--- config.mk ---
export PLATFORM = sky130hd
export DESIGN_NAME = busseq_top
export DESIGN_NICKNAME = d
export VERILOG_FILES = /design/src/rtl/busseq_pkg.sv /design/src/rtl/busseq_ctrl.sv /design/src/rtl/busseq_datapath.sv /design/src/rtl/busseq_top.sv
export SDC_FILE = /design/constraint.sdc
export NUM_CORES = 1
export LEC_CHECK = 0
export BUFFER_PORTS_ARGS = -buffer_cell sky130_fd_sc_hd__clkbuf_2
export CORE_MARGIN = 2
export CORE_UTILIZATION = 47
export CTS_CLUSTER_DIAMETER = 120
export DETAILED_ROUTE_END_ITERATION = 10
export GPL_TIMING_DRIVEN = 0
export PLACE_DENSITY = 0.88
export SLEW_MARGIN = 30
export SYNTH_ARGS = -nofsm -noshare
export SYNTH_HDL_FRONTEND = slang
export SYNTH_HIERARCHICAL = 1
export SYNTH_SLANG_ARGS = --single-unit
--- constraint.sdc ---
create_clock -name clk -period 2.19 [get_ports clk]
set_input_delay 0.219 -clock clk [delete_from_list [all_inputs] [get_ports clk]]
set_output_delay 0.219 -clock clk [all_outputs]
set_load 0.03 [all_outputs]
--- src/rtl/busseq_pkg.sv ---
package busseq_pkg;
  typedef enum logic [1:0] {
    KIND_XFER  = 2'd0,
    KIND_IACK  = 2'd1,
    KIND_RESET = 2'd2,
    KIND_HOLD  = 2'd3
  } cycleKind_e;

  typedef struct packed {
    logic load;
    logic capture;
    logic asOn;
    logic dsOn;
    logic rstOn;
  } ctrlStrobe_t;
endpackage

--- src/rtl/busseq_ctrl.sv ---
module busseq_ctrl
  import busseq_pkg::*;
#(
  parameter int ADDR_HC  = 4,
  parameter int DATA_HC  = 4,
  parameter int WAIT_HC  = 2,
  parameter int RESET_HC = 16,
  parameter int HOLD_HC  = 4
) (
  input  logic        clk,
  input  logic        rst,
  input  logic        reqValid,
  input  logic [1:0]  reqKind,
  input  logic        reqWord,
  input  logic        reqAddr0,
  input  logic        busDtack,
  input  logic        busBerr,
  output ctrlStrobe_t strobe,
  output logic        doneOut,
  output logic        rspBusErr,
  output logic        rspAddrErr
);
  localparam int MAX_A  = (ADDR_HC > DATA_HC) ? ADDR_HC : DATA_HC;
  localparam int MAX_B  = (RESET_HC > HOLD_HC) ? RESET_HC : HOLD_HC;
  localparam int MAX_C  = (MAX_A > MAX_B) ? MAX_A : MAX_B;
  localparam int MAX_HC = (MAX_C > WAIT_HC) ? MAX_C : WAIT_HC;
  localparam int CNT_W  = $clog2(MAX_HC + 1);

  typedef enum logic [2:0] {S_IDLE, S_ADDR, S_WAIT, S_DATA, S_RST, S_HOLD} state_e;

  state_e           state;
  logic [CNT_W-1:0] cnt;
  logic             accept;

  assign accept = (state == S_IDLE) && reqValid && !doneOut;

  always_ff @(posedge clk) begin
    if (rst) begin
      state      <= S_IDLE;
      cnt        <= '0;
      doneOut    <= 1'b0;
      rspBusErr  <= 1'b0;
      rspAddrErr <= 1'b0;
    end else begin
      doneOut <= 1'b0;
      cnt     <= cnt + 1'b1;
      case (state)
        S_IDLE: begin
          cnt <= '0;
          if (accept) begin
            rspBusErr  <= 1'b0;
            rspAddrErr <= 1'b0;
            if (reqKind == KIND_RESET) state <= S_RST;
            else if (reqKind == KIND_HOLD) state <= S_HOLD;
            else if (reqWord && reqAddr0) begin
              doneOut    <= 1'b1;
              rspAddrErr <= 1'b1;
            end else state <= S_ADDR;
          end
        end
        S_ADDR, S_WAIT: begin
          if (cnt == CNT_W'((state == S_ADDR) ? ADDR_HC - 1 : WAIT_HC - 1)) begin
            cnt <= '0;
            if (busBerr) begin
              state     <= S_IDLE;
              doneOut   <= 1'b1;
              rspBusErr <= 1'b1;
            end else if (busDtack) state <= S_DATA;
            else state <= S_WAIT;
          end
        end
        S_DATA: if (cnt == CNT_W'(DATA_HC - 1)) begin
          state   <= S_IDLE;
          doneOut <= 1'b1;
        end
        S_RST: if (cnt == CNT_W'(RESET_HC - 1)) begin
          state   <= S_IDLE;
          doneOut <= 1'b1;
        end
        S_HOLD: if (cnt == CNT_W'(HOLD_HC - 1)) begin
          state   <= S_IDLE;
          doneOut <= 1'b1;
        end
        default: state <= S_IDLE;
      endcase
    end
  end

  always_comb begin
    strobe.load    = accept;
    strobe.capture = (state == S_DATA) && (cnt == CNT_W'(DATA_HC - 1));
    strobe.asOn    = (state == S_ADDR) || (state == S_WAIT) ||
                     (state == S_DATA) || (state == S_HOLD);
    strobe.dsOn    = (state == S_DATA);
    strobe.rstOn   = (state == S_RST);
  end

  // completion is a single-clock pulse
  assert_done_pulse_R13: assert property (@(posedge clk) disable iff (rst)
    doneOut |=> !doneOut);
  // the address strobe only drops when the cycle completes
  assert_as_ends_done_R2: assert property (@(posedge clk) disable iff (rst)
    $fell(strobe.asOn) |-> doneOut);
  // a refused request never touched the bus
  assert_addr_err_no_as_R12: assert property (@(posedge clk) disable iff (rst)
    (doneOut && rspAddrErr) |-> !$past(strobe.asOn));
endmodule

--- src/rtl/busseq_datapath.sv ---
module busseq_datapath
  import busseq_pkg::*;
#(
  parameter int ADDR_IN_W  = 32,
  parameter int BUS_ADDR_W = 23,
  parameter int DATA_W     = 16,
  parameter int FC_W       = 3
) (
  input  logic                  clk,
  input  logic                  rst,
  input  ctrlStrobe_t           strobe,
  input  logic [1:0]            reqKind,
  input  logic                  reqRead,
  input  logic                  reqWord,
  input  logic [FC_W-1:0]       reqFc,
  input  logic [ADDR_IN_W-1:0]  reqAddr,
  input  logic [DATA_W-1:0]     reqWdata,
  input  logic [DATA_W-1:0]     busDataIn,
  output logic [DATA_W-1:0]     rspData,
  output logic [BUS_ADDR_W-1:0] busAddr,
  output logic                  busAs,
  output logic                  busUds,
  output logic                  busLds,
  output logic                  busRw,
  output logic [FC_W-1:0]       busFc,
  output logic                  busReset,
  output logic [DATA_W-1:0]     busDataOut,
  output logic                  busDataOe
);
  localparam int LANE_W = DATA_W / 2;

  logic [BUS_ADDR_W-1:0] addrQ;
  logic                  lowByteQ;
  logic                  readQ;
  logic                  wordQ;
  logic [FC_W-1:0]       fcQ;
  logic [DATA_W-1:0]     wdataQ;
  logic [DATA_W-1:0]     readFilled;

  always_ff @(posedge clk) begin
    if (rst) begin
      addrQ    <= '0;
      lowByteQ <= 1'b0;
      readQ    <= 1'b1;
      wordQ    <= 1'b0;
      fcQ      <= '0;
      wdataQ   <= '0;
      rspData  <= '0;
    end else begin
      if (strobe.load) begin
        addrQ    <= reqAddr[BUS_ADDR_W:1];
        lowByteQ <= reqAddr[0];
        readQ    <= reqRead || (reqKind == KIND_IACK);
        wordQ    <= reqWord;
        fcQ      <= (reqKind == KIND_IACK) ? {FC_W{1'b1}} : reqFc;
        wdataQ   <= reqWdata;
      end
      if (strobe.capture && readQ) rspData <= readFilled;
    end
  end

  // lane 0 is the low lane (selected by odd addresses), lane 1 the high lane
  for (genvar lane = 0; lane < 2; lane++) begin : g_lane
    logic laneSel;
    assign laneSel = wordQ || (lowByteQ == (lane == 0));
    assign readFilled[lane*LANE_W +: LANE_W] =
      laneSel ? busDataIn[lane*LANE_W +: LANE_W] : {LANE_W{1'b1}};
    assign busDataOut[lane*LANE_W +: LANE_W] =
      wordQ ? wdataQ[lane*LANE_W +: LANE_W] : wdataQ[LANE_W-1:0];
  end

  assign busAddr   = addrQ;
  assign busFc     = fcQ;
  assign busAs     = strobe.asOn;
  assign busUds    = strobe.dsOn && (wordQ || !lowByteQ);
  assign busLds    = strobe.dsOn && (wordQ || lowByteQ);
  assign busRw     = strobe.asOn ? readQ : 1'b1;
  assign busReset  = strobe.rstOn;
  assign busDataOe = strobe.dsOn && !readQ;

  // a byte access never raises both lanes
  assert_byte_one_lane_R5: assert property (@(posedge clk) disable iff (rst)
    (busUds && busLds) |-> wordQ);
  // write data only driven in a write cycle with the address strobe up
  assert_oe_in_write_R6: assert property (@(posedge clk) disable iff (rst)
    busDataOe |-> (busAs && !busRw));
endmodule

--- src/rtl/busseq_top.sv ---
module busseq_top
  import busseq_pkg::*;
#(
  parameter int ADDR_IN_W  = 32,
  parameter int BUS_ADDR_W = 23,
  parameter int DATA_W     = 16,
  parameter int FC_W       = 3,
  parameter int ADDR_HC    = 4,
  parameter int DATA_HC    = 4,
  parameter int WAIT_HC    = 2,
  parameter int RESET_HC   = 16,
  parameter int HOLD_HC    = 4
) (
  input  logic                  clk,
  input  logic                  rst,
  input  logic                  reqValid,
  input  logic [1:0]            reqKind,
  input  logic                  reqRead,
  input  logic                  reqWord,
  input  logic [FC_W-1:0]       reqFc,
  input  logic [ADDR_IN_W-1:0]  reqAddr,
  input  logic [DATA_W-1:0]     reqWdata,
  output logic                  doneOut,
  output logic [DATA_W-1:0]     rspData,
  output logic                  rspBusErr,
  output logic                  rspAddrErr,
  output logic [BUS_ADDR_W-1:0] busAddr,
  output logic                  busAs,
  output logic                  busUds,
  output logic                  busLds,
  output logic                  busRw,
  output logic [FC_W-1:0]       busFc,
  output logic                  busReset,
  output logic [DATA_W-1:0]     busDataOut,
  output logic                  busDataOe,
  input  logic [DATA_W-1:0]     busDataIn,
  input  logic                  busDtack,
  input  logic                  busBerr
);
  ctrlStrobe_t strobe;

  busseq_ctrl #(
    .ADDR_HC(ADDR_HC), .DATA_HC(DATA_HC), .WAIT_HC(WAIT_HC),
    .RESET_HC(RESET_HC), .HOLD_HC(HOLD_HC)
  ) u_ctrl (
    .clk(clk), .rst(rst), .reqValid(reqValid), .reqKind(reqKind),
    .reqWord(reqWord), .reqAddr0(reqAddr[0]), .busDtack(busDtack),
    .busBerr(busBerr), .strobe(strobe), .doneOut(doneOut),
    .rspBusErr(rspBusErr), .rspAddrErr(rspAddrErr)
  );

  busseq_datapath #(
    .ADDR_IN_W(ADDR_IN_W), .BUS_ADDR_W(BUS_ADDR_W),
    .DATA_W(DATA_W), .FC_W(FC_W)
  ) u_dp (
    .clk(clk), .rst(rst), .strobe(strobe), .reqKind(reqKind),
    .reqRead(reqRead), .reqWord(reqWord), .reqFc(reqFc),
    .reqAddr(reqAddr), .reqWdata(reqWdata), .busDataIn(busDataIn),
    .rspData(rspData), .busAddr(busAddr), .busAs(busAs),
    .busUds(busUds), .busLds(busLds), .busRw(busRw), .busFc(busFc),
    .busReset(busReset), .busDataOut(busDataOut), .busDataOe(busDataOe)
  );

  // data strobes only inside an address-strobed cycle
  assert_ds_in_as_R2: assert property (@(posedge clk) disable iff (rst)
    (busUds || busLds) |-> busAs);
  // reset output and address strobe never overlap
  assert_reset_alone_R10: assert property (@(posedge clk) disable iff (rst)
    busReset |-> !(busAs || busDataOe));
endmodule

* Yosys cells after proc, flatten, opt, wreduce, memory -nomap -nowiden
Index checks and enable logic that the tools add are counted.
** Word-level totals
- Bits in registers :: 72
- Logic and storage cells :: 87
- Output and inout bits :: 67
- Input port bits :: 76
** Operators by class
- Bitwise logic cells :: 1
- Reduce and logical (&&, ||, !) cells :: 25
- Multiplexer cells :: 31
- $add $sub $neg :: 1
- Equal/unequal tests :: 17
** Operators by type and width (count)
- two-way mux 3 bit :: 9
- two-way mux 8 bit :: 3
- two-way mux 1 bit :: 13
- one-hot mux 3 bit (4 select lines) :: 1
- one-hot mux 5 bit (2 select lines) :: 1
- logical AND 1 bit :: 8
- != test 2 x 1 -> 1 bit, second input constant :: 4
- logical OR 1 bit :: 7
- == test 3 x 2 -> 1 bit, second input constant :: 2
- == test 3 bit, second input constant :: 2
- adder 5 x 1 -> 5 bit, second input constant :: 1
- == test 5 x 2 -> 1 bit, second input constant :: 1
- == test 5 x 4 -> 1 bit, second input constant :: 1
- == test 5 bit :: 1
- two-way mux 5 bit :: 1
- AND reduction 5 bit :: 1
- == test 2 bit, second input constant :: 2
- != test 4 bit, second input constant :: 1
- one-hot mux 1 bit (4 select lines) :: 1
- AND reduction 4 bit :: 1
- OR reduction 2 bit :: 2
- == test 3 x 1 -> 1 bit, second input constant :: 1
- logical NOT 1 bit :: 3
- logical NOT 3 bit :: 1
- 7 further kinds :: 7

* Longest topological paths before layout
- Depth in word-level cells :: 6
- Depth in mapped cells :: 10
- Mapped depth without buffers :: 7

* Modules after synthesis
The synthesis kept the hierarchy.
** Modules (own cells, without submodules)
- busseq_datapath :: area an instance 2427.3 µm², times used 1, seq. area each 1221.2 µm², cells each 239
- busseq_ctrl :: area an instance 710.7 µm², times used 1, seq. area each 220.2 µm², cells each 88

* Worst setup path after synthesis
Ideal clock, no wire load.
- Path kind :: reg2reg
- Start :: register u_ctrl.cnt[1]
- End :: register u_ctrl.state[2]
- Data required time :: 2.119 ns
- Path buffers :: 0
- Stages on the path, launching flop included :: 6
- Path slack :: 0.210 ns
- Library setup time :: 0.071 ns
- Clock period less this slack :: 1.980 ns
- Arrival time :: 1.909 ns
- Cells stage by stage :: dfxtp_1 -> ha_1 -> or4b_4 -> and3b_4 -> or4_1 -> a21oi_1
** Between the ends
- Longest elaborated chain between the ends :: 3
- Elaborated cells on any way between the ends :: 7
- Those cells by class :: eq/ne: 6; reduce/logical: 1
** Ends and longest elaborated chain
- start, declared :: RTL line busseq_ctrl.sv:32 : logic [CNT_W-1:0] cnt;
- start signal, assigned :: RTL line busseq_ctrl.sv:46 : cnt <= cnt + 1'b1;
- == test 5 bit (tied with other cells) :: RTL line busseq_ctrl.sv:62 : if (cnt == CNT_W'((state == S_ADDR) ? ADDR_HC - 1 : WAIT_HC - 1)) begin
- != test 2 x 1 -> 1 bit (no source line)
- AND reduction 5 bit (no source line) (*)
- end signal, assigned :: RTL line busseq_ctrl.sv:65 : state <= S_IDLE;
- end signal, assigned :: RTL line busseq_ctrl.sv:68 : end else if (busDtack) state <= S_DATA;
- end signal, assigned :: RTL line busseq_ctrl.sv:69 : else state <= S_WAIT;
- end, declared :: RTL line busseq_ctrl.sv:31 : state_e state;
Every way passes the cells marked *; elsewhere a longest branch is shown, timed or not.
A chain may end at the register's enable or synchronous reset.

==> impl_metrics.ini <==
[outcome]
status = finished clean

[grt]
grt_pass1_vias = 2749
grtUsageTotal = 0.203
grt_antenna_before_repair = 0
grt_max_degree = 16
overflow = 0
grt_first_pass_wirelength_um = 12000

[yosys]
synthCells = 327
synth-edff-count = 0
avgSynthCellArea_um2 = 9.60
synth_seq_cells = 72
synth-simple-area-share = 0.217
synth_compound_area_frac = 0.0702
netlist_area_um2 = 3140
ys_seq_area_frac = 0.459
synth_top_family_by_area = simple AND/OR/NAND/NOR gates
synth.area.mux_share = 0.159
synthXorXnorAreaFrac = 0.00837
ys.flop_type = dfxtp_1
synth_fa_ha_area_frac = 0.00797
yosysWarnings = 6
syn_nets = 405
ys_async_sr_fraction = 0
ys_types = 47

[critical_path]
slowest_delay_ns = 0.37
crit_chain = clkbuf_1, buf_1, nand3b_1, inv_1, and2b_1, clkbuf_2
endpoint_kind = output pin
cp_top_family = buffers and inverters
rr_worst_depth = 10
slowest_stage = buf_1
crit_buf_inv = 4
worstPathArrival_ns = 1.88
path_depth = 6
regToRegSetupSlack_ns = 0.10
crit_fanout = 10
startpoint_type = flip-flop
worstPathRequired_ns = 1.97
path_class = flip-flop to output pin

[timing]
clock_skew_ns = 0.0111
slew_headroom = 0.599
period_minus_slack_ns = 2.10
finalHoldViolations = 0
worst_pin_slew_ns = 0.594
final.setup.tns_ns = 0
finalCritPeriodShare = 0.960
maxSlewViolCount = 0
rsz0062_at_grt = true
finalSetupViolCount = 0
fmax_mhz = 476

[finish]
final_layout_size_suffix_gt1_frac = 0.413
n_antenna_cell = 0
regArea_um2 = 1440
nets = 550
n_fill_cell = 547
multi_input_area_um2 = 1460
syn_to_final_growth_pct = 30.5

[power]
power_leakage_uw = 0.00198
p_sw_uw = 1500
switching_share = 0.375
powerDensity_nw_per_um2 = 977
total_power_uw = 4000
irDropWorstVdd_uv = 642
internal_power_uw = 2500
power_frac_comb = 0.365
p_clk_frac = 0.241
pwr-share-seq = 0.394

[floorplan]
die-area_um2 = 7350
rows = 29
start_util = 0.491
die_y_um = 85.7
core_um2 = 6390
chipWidth_um = 85.7
ioPinCount = 143

[cts]
cts_root_buf = clkbuf_8
cts_setup_buffers = 0
clock_path_buffers = 2
clk_latency_ns = 0.33
htreeDepth = 3
clock-sinks = 72
numCtsBuffers = 9
ctsHoldBuffers = 0
clk_pin_slew_ns = 0.09
cts_tree = done

[job]
maxCapViolations = 0

[placed_design]
port_buffers = 134
dp.final_hpwl_um = 5800
place.gp.congestion = 0.867

[drt]
drc = 0
drt_iter0_drc = 117
drt-total-wl_um = 7410
drtAntennaViolNets = 0
routedWlPerCell_um = 13.4
drt-pass1-iter-count = 4
viasPerCell = 5.04
vias = 2791

[hold_path]
hold_depth = 3
hp-class = primary input to flip-flop
metrics by stage:
stage	util	setup WS [ns]	instance area [µm²]	std cells	hold slack (ns)
finish	0.641	0.0879	4100	554	0.114
global route	0.641	-0.0756	4100	554	0.112
CTS	0.641	0.0642	4100	554	0.100
detailed placement	0.611	-0.122	3910	538	0.459
global placement	0.611	-0.0716	3910	538	0.445
floorplan	-	0.210	3140	327	0.362
routing by layer:
| layer | vias up | GRT usage | part of all wire | routed length (µm) |
|---|---|---|---|---|
| met3 | 8 | 0.0366 | 0.066 | 492 |
| li1 | 1412 | - | - | - |
| met2 | 110 | 0.344 | 0.50 | 3710 |
| met1 | 1261 | 0.254 | 0.42 | 3120 |
| met4 | 0 | 0.0851 | 0.012 | 89 |
| met5 | - | 0 | 0 | 0 |
layout by cell type, fill, tap and decap left out, types with 2 or more instances in the layout:
| cell type | count |
|---|---|
| and2_1 | 2 |
| a211o_1 | 2 |
| mux2i_1 | 41 |
| dfxtp_1 | 71 |
| a211oi_1 | 4 |
| nor4b_1 | 4 |
| inv_6 | 3 |
| nor3_1 | 13 |
| ha_1 | 2 |
| clkbuf_8 | 9 |
| xnor2_1 | 2 |
| nand4_1 | 2 |
| a32o_1 | 2 |
| a21oi_1 | 6 |
| nor2_1 | 70 |
| buf_4 | 14 |
| nor3_2 | 9 |
| mux2_2 | 8 |
| buf_6 | 3 |
| nor3b_1 | 3 |
| inv_1 | 6 |
| clkbuf_1 | 9 |
| o22ai_1 | 8 |
| nand2_1 | 9 |
| nor2b_1 | 5 |
| buf_2 | 5 |
| clkbuf_2 | 134 |
| nand3b_1 | 3 |
| clkinvlp_4 | 2 |
Yosys cell counts (2+ instances only):
cell type	instances	share of area
a211o_1	2	0.0056
a211oi_1	4	0.0096
a21oi_1	6	0.0096
a32o_1	2	0.0064
and2_1	2	0.0040
buf_2	5	0.0080
buf_4	14	0.033
buf_6	3	0.011
clkbuf_1	10	0.012
dfxtp_1	72	0.46
ha_1	2	0.0080
inv_1	6	0.0072
mux2_2	8	0.029
mux2i_1	41	0.13
nand2_1	9	0.011
nand3b_1	3	0.0072
nand4_1	2	0.0040
nor2_1	70	0.084
nor2b_1	5	0.010
nor3_1	14	0.022
nor3_2	8	0.026
nor3b_1	3	0.0072
nor4b_1	4	0.011
o22ai_1	8	0.016
xnor2_1	2	0.0056
cells by family (layout without fill, tap and decap cells):
group | Yosys count | after routing
compound gates | 31 | 31
simple gates | 131 | 131
flops | 72 | 72
fa+ha+maj | 2 | 2
buf+inv | 39 | 189
mux | 49 | 49
xor+xnor | 3 | 3
flip-flops by register name (all words and copies together) (netlist names), 3 cells and up:
register      cells
u_ctrl/cnt        5
u_dp/rspData     16
u_ctrl/state      3
u_dp/wdataQ      16
u_dp/busFc        3
u_dp/busAddr     23
area by class of cell:
type                            instances  share of cell area
Tap cell                               77              0.0235
Inverter                                6             0.00550
Clock inverter                          7              0.0150
Buffer                                 33              0.0541
Sequential cell                        72               0.352
Clock buffer                            9              0.0302
Multi-Input combinational cell        216               0.356
Timing Repair Buffer                  134               0.164
tightest hold or removal path, cell delays in order:
cell,delay (ns)
clkbuf_2,0.07
mux2i_1,0.05
nor2_1,0.07
worst paths after layout:
| check | start | end |
|---|---|---|
| hold / removal | reqAddr[11] | u_dp/busAddr[10] |
| setup reg to reg | u_ctrl/state[2] | u_dp/busAddr[17] |
| setup / recovery | u_ctrl/state[2] | busDataOe |
| hold reg to reg | u_ctrl/rspBusErr | u_ctrl/rspBusErr |
power by group through the flow:
stage | logic [µW] | clock network [µW] | registers (µW)
finish | 1460 | 965 | 1580
global route | 1580 | 1050 | 1600
CTS | 1460 | 1000 | 1580
detailed placement | 1460 | 0 | 1600
global placement | 1430 | 0 | 1590
floorplan | 944 | 0 | 1740
timing repair:
action                                  4_1_cts  5_1_grt
endpoints found under the setup margin       21       22
endpoints found under the hold margin         0        0
pin swaps                                     0        0
resized for setup                             1        2
(Power assumes the default switching activity.)
